**config.mk**
```make
export PLATFORM = sky130hd
export DESIGN_NAME = dreq_route_chan
export DESIGN_NICKNAME = d
export VERILOG_FILES = /design/src/rtl/dreq_route_pkg.sv /design/src/rtl/dreq_cfg_store.sv /design/src/rtl/dreq_pick.sv /design/src/rtl/dreq_sync_edge.sv /design/src/rtl/dreq_fwd_ctrl.sv /design/src/rtl/dreq_route_chan.sv
export SDC_FILE = /design/constraint.sdc
export NUM_CORES = 1
export LEC_CHECK = 0
export BUFFER_PORTS_ARGS = -buffer_cell sky130_fd_sc_hd__buf_2
export CAP_MARGIN = 15
export CORE_ASPECT_RATIO = 1.1
export CORE_MARGIN = 2
export CORE_UTILIZATION = 53
export CTS_CLUSTER_SIZE = 12
export DETAILED_ROUTE_END_ITERATION = 10
export HOLD_SLACK_MARGIN = 0.06
export PLACE_DENSITY = 0.79
export REMOVE_ABC_BUFFERS = 1
export SKIP_CTS_REPAIR_TIMING = 1
export SYNTH_ARGS = -nofsm -noshare
export SYNTH_HDL_FRONTEND = slang
export SYNTH_SLANG_ARGS = --single-unit
```
**constraint.sdc**
```tcl
create_clock -name clk -period 3 [get_ports clk]
set_input_delay 0.15 -clock clk [delete_from_list [all_inputs] [get_ports clk]]
set_output_delay 0.15 -clock clk [all_outputs]
set_load 0.01 [all_outputs]
```
**src/rtl/dreq_route_pkg.sv**
```systemverilog
package dreq_route_pkg;

    localparam int SEL_W      = 8;
    localparam int SYNC_SEL_W = 5;
    localparam int NB_W       = 5;

    typedef enum logic [1:0] {
        POL_NONE = 2'b00,
        POL_RISE = 2'b01,
        POL_FALL = 2'b10,
        POL_BOTH = 2'b11
    } edge_pol_e;

    typedef struct packed {
        logic [SEL_W-1:0]      req_sel;
        logic [SYNC_SEL_W-1:0] sync_sel;
        logic [NB_W-1:0]       nbreq;
        edge_pol_e             pol;
        logic                  sync_en;
        logic                  evt_en;
        logic                  ovr_ie;
    } chan_cfg_t;

    // True when a transition to new_lvl is one the polarity code accepts.
    function automatic logic edge_match(edge_pol_e pol, logic new_lvl);
        return new_lvl ? pol[0] : pol[1];
    endfunction

endpackage

```
**src/rtl/dreq_cfg_store.sv**
```systemverilog
module dreq_cfg_store
    import dreq_route_pkg::*;
(
    input  logic                  clk,
    input  logic                  rst,
    input  logic                  wr_i,
    input  logic [SEL_W-1:0]      req_sel_i,
    input  logic [SYNC_SEL_W-1:0] sync_sel_i,
    input  logic [NB_W-1:0]       nbreq_i,
    input  logic [1:0]            pol_i,
    input  logic                  sync_en_i,
    input  logic                  evt_en_i,
    input  logic                  ovr_ie_i,
    output chan_cfg_t             cfg_o,
    output logic [NB_W-1:0]       nb_load_o
);

    chan_cfg_t cfg_q;
    logic      nb_unlocked;

    assign nb_unlocked = !cfg_q.sync_en && !cfg_q.evt_en;
    assign nb_load_o   = (wr_i && nb_unlocked) ? nbreq_i : cfg_q.nbreq;
    assign cfg_o       = cfg_q;

    always_ff @(posedge clk) begin
        if (rst) begin
            cfg_q <= '0;
        end else if (wr_i) begin
            cfg_q.req_sel  <= req_sel_i;
            cfg_q.sync_sel <= sync_sel_i;
            cfg_q.pol      <= edge_pol_e'(pol_i);
            cfg_q.sync_en  <= sync_en_i;
            cfg_q.evt_en   <= evt_en_i;
            cfg_q.ovr_ie   <= ovr_ie_i;
            if (nb_unlocked) cfg_q.nbreq <= nbreq_i;
        end
    end

    // reload value is frozen while either enable is stored high
    a_r10_nbreq_locked: assert property (@(posedge clk) disable iff (rst)
        (wr_i && (cfg_q.sync_en || cfg_q.evt_en)) |=> $stable(cfg_q.nbreq));

endmodule

```
**src/rtl/dreq_pick.sv**
```systemverilog
module dreq_pick #(
    parameter int N    = 8,
    parameter int SW   = 8,
    parameter int BASE = 1
) (
    input  logic [N-1:0]  lines_i,
    input  logic [SW-1:0] sel_i,
    output logic          picked_o
);

    always_comb begin
        picked_o = 1'b0;
        for (int i = 0; i < N; i++) begin
            if (sel_i == SW'(i + BASE)) picked_o = lines_i[i];
        end
    end

endmodule

```
**src/rtl/dreq_sync_edge.sv**
```systemverilog
module dreq_sync_edge
    import dreq_route_pkg::*;
#(
    parameter int N_SYNC      = 24,
    parameter int SYNC_STAGES = 2,
    parameter int STABLE_CYC  = 3,
    parameter int MASK_CYC    = 3
) (
    input  logic                  clk,
    input  logic                  rst,
    input  logic [N_SYNC-1:0]     sync_in_i,
    input  logic [SYNC_SEL_W-1:0] sel_i,
    input  edge_pol_e             pol_i,
    input  logic                  cfg_wr_i,
    output logic                  edge_o
);

    localparam int CW = $clog2(STABLE_CYC + 1);
    localparam int MW = $clog2(MASK_CYC + 1);

    logic [SYNC_STAGES-1:0][N_SYNC-1:0] stg_q;
    logic                               raw;
    logic                               lvl_q;
    logic [CW-1:0]                      run_q;
    logic [MW-1:0]                      mask_q;
    logic                               masked;
    logic                               differ;
    logic                               accept;

    always_ff @(posedge clk) begin
        if (rst) begin
            stg_q <= '0;
        end else begin
            stg_q[0] <= sync_in_i;
            for (int s = 1; s < SYNC_STAGES; s++) stg_q[s] <= stg_q[s-1];
        end
    end

    dreq_pick #(.N(N_SYNC), .SW(SYNC_SEL_W), .BASE(0)) u_sync_pick (
        .lines_i  (stg_q[SYNC_STAGES-1]),
        .sel_i    (sel_i),
        .picked_o (raw)
    );

    assign masked = cfg_wr_i || (mask_q != '0);
    assign differ = (raw != lvl_q);
    assign accept = differ && (run_q == CW'(STABLE_CYC - 1)) && !masked;
    assign edge_o = accept && edge_match(pol_i, raw);

    always_ff @(posedge clk) begin
        if (rst) begin
            lvl_q  <= 1'b0;
            run_q  <= '0;
            mask_q <= '0;
        end else begin
            if (cfg_wr_i)            mask_q <= MW'(MASK_CYC);
            else if (mask_q != '0)   mask_q <= mask_q - MW'(1);

            if (masked || accept) begin
                lvl_q <= raw;
                run_q <= '0;
            end else if (!differ) begin
                run_q <= '0;
            end else begin
                run_q <= run_q + CW'(1);
            end
        end
    end

    // an accepted edge comes from a level held for three samples
    a_r7_stable_level: assert property (@(posedge clk) disable iff (rst)
        edge_o |-> (raw == $past(raw) && raw == $past(raw, 2)));

    // no edge during or right after a configuration write
    a_r8_write_mask: assert property (@(posedge clk) disable iff (rst)
        ($past(cfg_wr_i) || $past(cfg_wr_i, 2) || $past(cfg_wr_i, 3)) |-> !edge_o);

endmodule

```
**src/rtl/dreq_fwd_ctrl.sv**
```systemverilog
module dreq_fwd_ctrl
    import dreq_route_pkg::*;
(
    input  logic            clk,
    input  logic            rst,
    input  logic            cfg_wr_i,
    input  logic [NB_W-1:0] nb_load_i,
    input  logic [NB_W-1:0] nbreq_i,
    input  logic            sync_en_i,
    input  logic            evt_en_i,
    input  logic            ovr_ie_i,
    input  logic            picked_i,
    input  logic            sync_edge_i,
    input  logic            ovr_clr_i,
    output logic            req_out_o,
    output logic            evt_o,
    output logic            ovr_flag_o,
    output logic            irq_o
);

    logic            conn_q;
    logic            out_q;
    logic [NB_W-1:0] cnt_q;
    logic            evt_q;
    logic            ovr_q;
    logic            gate_open;
    logic            served;
    logic            underrun;

    assign gate_open = !sync_en_i || conn_q;
    assign req_out_o = picked_i && gate_open;
    assign served    = out_q && !picked_i;
    assign underrun  = served && (cnt_q == '0);

    always_ff @(posedge clk) begin
        if (rst) begin
            conn_q <= 1'b0;
            out_q  <= 1'b0;
            cnt_q  <= '0;
            evt_q  <= 1'b0;
            ovr_q  <= 1'b0;
        end else begin
            out_q <= req_out_o;
            evt_q <= underrun && evt_en_i;

            if (cfg_wr_i) begin
                conn_q <= 1'b0;
                cnt_q  <= nb_load_i;
            end else begin
                if (served) begin
                    if (cnt_q == '0) begin
                        cnt_q  <= nbreq_i;
                        conn_q <= 1'b0;
                    end else begin
                        cnt_q <= cnt_q - NB_W'(1);
                    end
                end
                if (sync_en_i && sync_edge_i && !conn_q && picked_i) conn_q <= 1'b1;
            end

            if (sync_en_i && sync_edge_i && conn_q) ovr_q <= 1'b1;
            else if (ovr_clr_i)                     ovr_q <= 1'b0;
        end
    end

    assign evt_o      = evt_q;
    assign ovr_flag_o = ovr_q;
    assign irq_o      = ovr_q && ovr_ie_i;

    // the countdown never exceeds the stored reload value
    a_r5_cnt_bound: assert property (@(posedge clk) disable iff (rst)
        cnt_q <= nbreq_i);

    // the lane opens only on an edge that finds a pending request
    a_r4_open_needs_pending: assert property (@(posedge clk) disable iff (rst)
        $rose(conn_q) |-> $past(picked_i && sync_edge_i));

    // event pulses last one cycle and need the enable
    a_r6_evt_single: assert property (@(posedge clk) disable iff (rst)
        evt_q |=> !evt_q);
    a_r6_evt_needs_en: assert property (@(posedge clk) disable iff (rst)
        evt_q |-> $past(evt_en_i));

    // overrun is sticky and only set by an edge in gated mode
    a_r9_sticky: assert property (@(posedge clk) disable iff (rst)
        (ovr_q && !ovr_clr_i) |=> ovr_q);
    a_r9_set_cause: assert property (@(posedge clk) disable iff (rst)
        $rose(ovr_q) |-> $past(sync_en_i && sync_edge_i));

endmodule

```
**src/rtl/dreq_route_chan.sv**
```systemverilog
module dreq_route_chan
    import dreq_route_pkg::*;
#(
    parameter int N_REQ_LINES  = 40,
    parameter int N_SYNC_LINES = 24,
    parameter int SYNC_STAGES  = 2,
    parameter int STABLE_CYC   = 3,
    parameter int MASK_CYC     = 3
) (
    input  logic                    clk,
    input  logic                    rst,
    input  logic [N_REQ_LINES-1:0]  req_in_i,
    input  logic [N_SYNC_LINES-1:0] sync_in_i,
    input  logic                    cfg_wr_i,
    input  logic [7:0]              cfg_req_sel_i,
    input  logic [4:0]              cfg_sync_sel_i,
    input  logic [4:0]              cfg_nbreq_i,
    input  logic [1:0]              cfg_pol_i,
    input  logic                    cfg_sync_en_i,
    input  logic                    cfg_evt_en_i,
    input  logic                    cfg_ovr_ie_i,
    input  logic                    ovr_clr_i,
    output logic                    req_out_o,
    output logic                    evt_o,
    output logic                    ovr_flag_o,
    output logic                    irq_o
);

    chan_cfg_t       cfg;
    logic [NB_W-1:0] nb_load;
    logic            picked;
    logic            sync_edge;

    dreq_cfg_store u_cfg (
        .clk        (clk),
        .rst        (rst),
        .wr_i       (cfg_wr_i),
        .req_sel_i  (cfg_req_sel_i),
        .sync_sel_i (cfg_sync_sel_i),
        .nbreq_i    (cfg_nbreq_i),
        .pol_i      (cfg_pol_i),
        .sync_en_i  (cfg_sync_en_i),
        .evt_en_i   (cfg_evt_en_i),
        .ovr_ie_i   (cfg_ovr_ie_i),
        .cfg_o      (cfg),
        .nb_load_o  (nb_load)
    );

    dreq_pick #(.N(N_REQ_LINES), .SW(SEL_W), .BASE(1)) u_req_pick (
        .lines_i  (req_in_i),
        .sel_i    (cfg.req_sel),
        .picked_o (picked)
    );

    dreq_sync_edge #(
        .N_SYNC      (N_SYNC_LINES),
        .SYNC_STAGES (SYNC_STAGES),
        .STABLE_CYC  (STABLE_CYC),
        .MASK_CYC    (MASK_CYC)
    ) u_edge (
        .clk       (clk),
        .rst       (rst),
        .sync_in_i (sync_in_i),
        .sel_i     (cfg.sync_sel),
        .pol_i     (cfg.pol),
        .cfg_wr_i  (cfg_wr_i),
        .edge_o    (sync_edge)
    );

    dreq_fwd_ctrl u_fwd (
        .clk         (clk),
        .rst         (rst),
        .cfg_wr_i    (cfg_wr_i),
        .nb_load_i   (nb_load),
        .nbreq_i     (cfg.nbreq),
        .sync_en_i   (cfg.sync_en),
        .evt_en_i    (cfg.evt_en),
        .ovr_ie_i    (cfg.ovr_ie),
        .picked_i    (picked),
        .sync_edge_i (sync_edge),
        .ovr_clr_i   (ovr_clr_i),
        .req_out_o   (req_out_o),
        .evt_o       (evt_o),
        .ovr_flag_o  (ovr_flag_o),
        .irq_o       (irq_o)
    );

    // a null selector never forwards a request
    a_r1_null_sel: assert property (@(posedge clk) disable iff (rst)
        (cfg.req_sel == '0) |-> !req_out_o);

endmodule

```
==> metrics.yaml <==
track_usage_pct: 22.9
cp.arrival_ns: 2.65
dp_hpwl_um: 6270
io_buffers: 94
antenna_cells: 0
setup_viol: 0
ant_nets: 0
holdPathStages: 3
hold_viol: 0
synth_cell_types: 58
num_vias: 3458
viasPerCell: 5.44
drive_gt1_share_pct: 25.0
slew_headroom_pct: 47.6
clk_path_buf_depth: 2
synth.cell_area_mm2: 0.00388
met2_usage_pct: 37.8
grt_first_pass_wirelength_um: 14600
worstPathRequired_ns: 2.85
crit_path_max_fanout: 4
fin_setup_tns_ns: 0
finalWorstPathRequiredPeriod_ns: 2.80
r2r_start: "u_cfg.cfg_o[12]$_SDFFE_PP0P_"
syn_to_final_growth_pct: 29.0
grt_use_met3_pct: 5.98
rsz0062_at_grt: "no"
path_common_cell: "o21ai_2"
synth-edff-count: 0
die_area_mm2: 0.00802
clock-sinks: 85
cts_buffers: 9
worst_path_max_delay_cell: "or4_1"
rows: 32
synthCells: 423
clock_latency_ns: 0.35
yosys-top-cells-area: "dfxtp_1 (44%), mux2i_1 (9.8%), nor2b_1 (8.5%)"
yosys_warnings: 0
cts_tree: "done"
critPathKind: "flop to output pin"
critPathLaunchType: "flop"
synth_area_leader_cell: "dfxtp_1"
nets: 640
r2r-end: "u_fwd.conn_q$_SDFFE_PP0P_"
die_y_um: 93.7
drc: 0
grt_max_degree: 69
cts.clk_slew.worst_paths_ns: 0.09
maxSlewViolCount: 0
firstDrtPassIters: 4
status: "completed"
ys.flop_type: "dfxtp_1"
ctsHtreeMaxLevel: 3
synth_most_common_cell: "dfxtp_1"
worstPathCellList: "or4_1 > a221oi_1 > o21ai_0 > a211oi_2 > o21ai_2 > o21ai_2 > nand2_1 > a21oi_1 > buf_2"
ys_ff_latch: 85
antenna_found_initial: 0
fmax_mhz: 357
crit_path_end_kind: "output pin"
worstMarginPinSlew_ns: 0.785
stdcell_area_mm2: 0.00500
synthArstFlopShare_pct: 0
avgSynthCellArea_um2: 9.17
post-route-period-util_pct: 93.4
power.density_mw_per_mm2: 508
worstHoldStart: "cfg_pol_i[0]"
synth_top_area_share_pct: 43.9
pin_count: 95
gp_congestion: 0.874
overflow: 0
hold_end: "u_cfg.cfg_o[3]$_SDFFE_PP0P_"
yosysSeqAreaShare_pct: 43.9
nFillCells: 541
grt_pass1_vias: 3210
routed_wl_um: 9790
max_cap_viol_count: 0
wl_per_cell_um: 15.4
dpl-instance-area_mm2: 0.00441
start_util_pct: 55.1
core_area_mm2: 0.00705
hold_path_class: "input pin to flop"
reg2reg_slack_ns: 0.37
peakVddDrop_v: 0.000408
cpPeakStageDelay_ns: 0.56
grt_busiest_layer: "met2"
met1_usage_pct: 29.0
drt_iter0_markers: 121
synth_common_cells: "dfxtp_1 (85), nor2b_1 (53), nor2_1 (50)"
ff2ff_path_depth: 9
die_width_um: 85.6
final.setup_skew_ns: 0.0102
leakage_nw: 2.10
cts-root-buf: "clkbuf_8"
power breakdown:
part           total (W)  switching, W  internal (W)
Clock           0.000888      0.000415      0.000473
Combinational   0.000419      0.000202      0.000217
Sequential       0.00123     0.0000459       0.00119
state kept, by name, summed over array words and instances, names as in the netlist:
register,count
u_edge.run_q,2
u_fwd.conn_q,1
u_cfg.cfg_o,23
u_edge.mask_q,2
u_fwd.evt_o,1
u_fwd.out_q,1
u_fwd.ovr_flag_o,1
u_edge.lvl_q,1
u_fwd.cnt_q,5
u_edge.stg_q,48
area by class of cell:
class	instances	area (µm²)	share of cell area, %
Clock buffer	11	131	2.63
Clock inverter	5	83.8	1.67
Inverter	11	41.3	0.825
Multi-Input combinational cell	298	2030	40.6
Sequential cell	85	1700	34.0
Tap cell	85	106	2.13
Timing Repair Buffer	141	908	18.1
layer usage:
metal / vias to the layer above / share of wire [%]
met5: - / 0
met4: 0 / 1.5
met3: 16 / 6.0
met2: 136 / 50
met1: 1580 / 43
li1: 1726 / -
placed cells by master (no fill, tap or decap), types with 3 or more instances in the layout:
master / synthesis / layout
buf_2: 8 / 94
dfxtp_1: 85 / 84
nor2b_1: 53 / 53
nor2_1: 50 / 50
mux2i_1: 38 / 38
dlygate4sd3_1: 0 / 34
o21ai_0: 18 / 18
a21oi_1: 17 / 17
nand2_1: 14 / 14
buf_4: 0 / 13
inv_1: 11 / 11
nand2b_1: 9 / 9
clkbuf_8: 0 / 9
nor3_1: 8 / 8
nor3b_1: 9 / 8
a211oi_1: 7 / 6
o221ai_1: 4 / 4
nand3_1: 4 / 4
and2_1: 3 / 3
a221oi_1: 3 / 3
mux2_2: 3 / 3
o21ai_1: 4 / 3
xnor2_1: 3 / 3
and4b_1: 3 / 3
ha_1: 3 / 3
kinds of logic after synthesis:
kind of cell               Yosys count  synth area share, %
and+or+nand+nor                    171                 24.6
DFF                                 85                 43.9
xor gates and xnor gates             3                0.677
adders and majority gates            3                0.968
buffers and inverters               40                 4.32
muxes                               43                 11.5
AOI/OAI and AO/OA                   78                 14.0
metrics by stage:
stage / hold slack (ns) / setup WS [ns] / instances / util (%) / total power, W
floorplan: 0.222 / 0.254 / 394 / - / 0.00146
global placement: 0.359 / 0.436 / 584 / 62.6 / 0.00161
detailed placement: 0.363 / 0.413 / 584 / 62.6 / 0.00162
CTS: -0.00735 / 0.00605 / 600 / 65.7 / 0.00250
global route: 0.0646 / 0.00472 / 636 / 71.0 / 0.00267
finish: 0.0274 / 0.198 / 636 / 71.0 / 0.00254
critical path, delay by kind of cell (launching register included):
kind | cells | cell delay, ns
AOI/OAI and AO/OA | 6 | 1.13
buffers and inverters | 1 | 0.15
DFF | 1 | 0.34
and+or+nand+nor | 2 | 0.69
how the worst max path moves through the flow:
stage / from / endpoint / slack [ns] / depth (start not counted)
global route: u_cfg.cfg_o[22]$_SDFFE_PP0P_ / req_out_o / 0.005 / 9
finish: u_cfg.cfg_o[22]$_SDFFE_PP0P_ / req_out_o / 0.20 / 9
CTS: u_cfg.cfg_o[17]$_SDFFE_PP0P_ / req_out_o / 0.006 / 9
detailed placement: u_cfg.cfg_o[10]$_SDFFE_PP0P_ / u_fwd.conn_q$_SDFFE_PP0P_ / 0.41 / 9
floorplan: u_cfg.cfg_o[15]$_SDFFE_PP0P_ / u_fwd.cnt_q[0]$_SDFFE_PP0P_ / 0.25 / 8
global placement: u_cfg.cfg_o[15]$_SDFFE_PP0P_ / req_out_o / 0.44 / 10
Note: power is estimated with default switching activity, not from simulation.
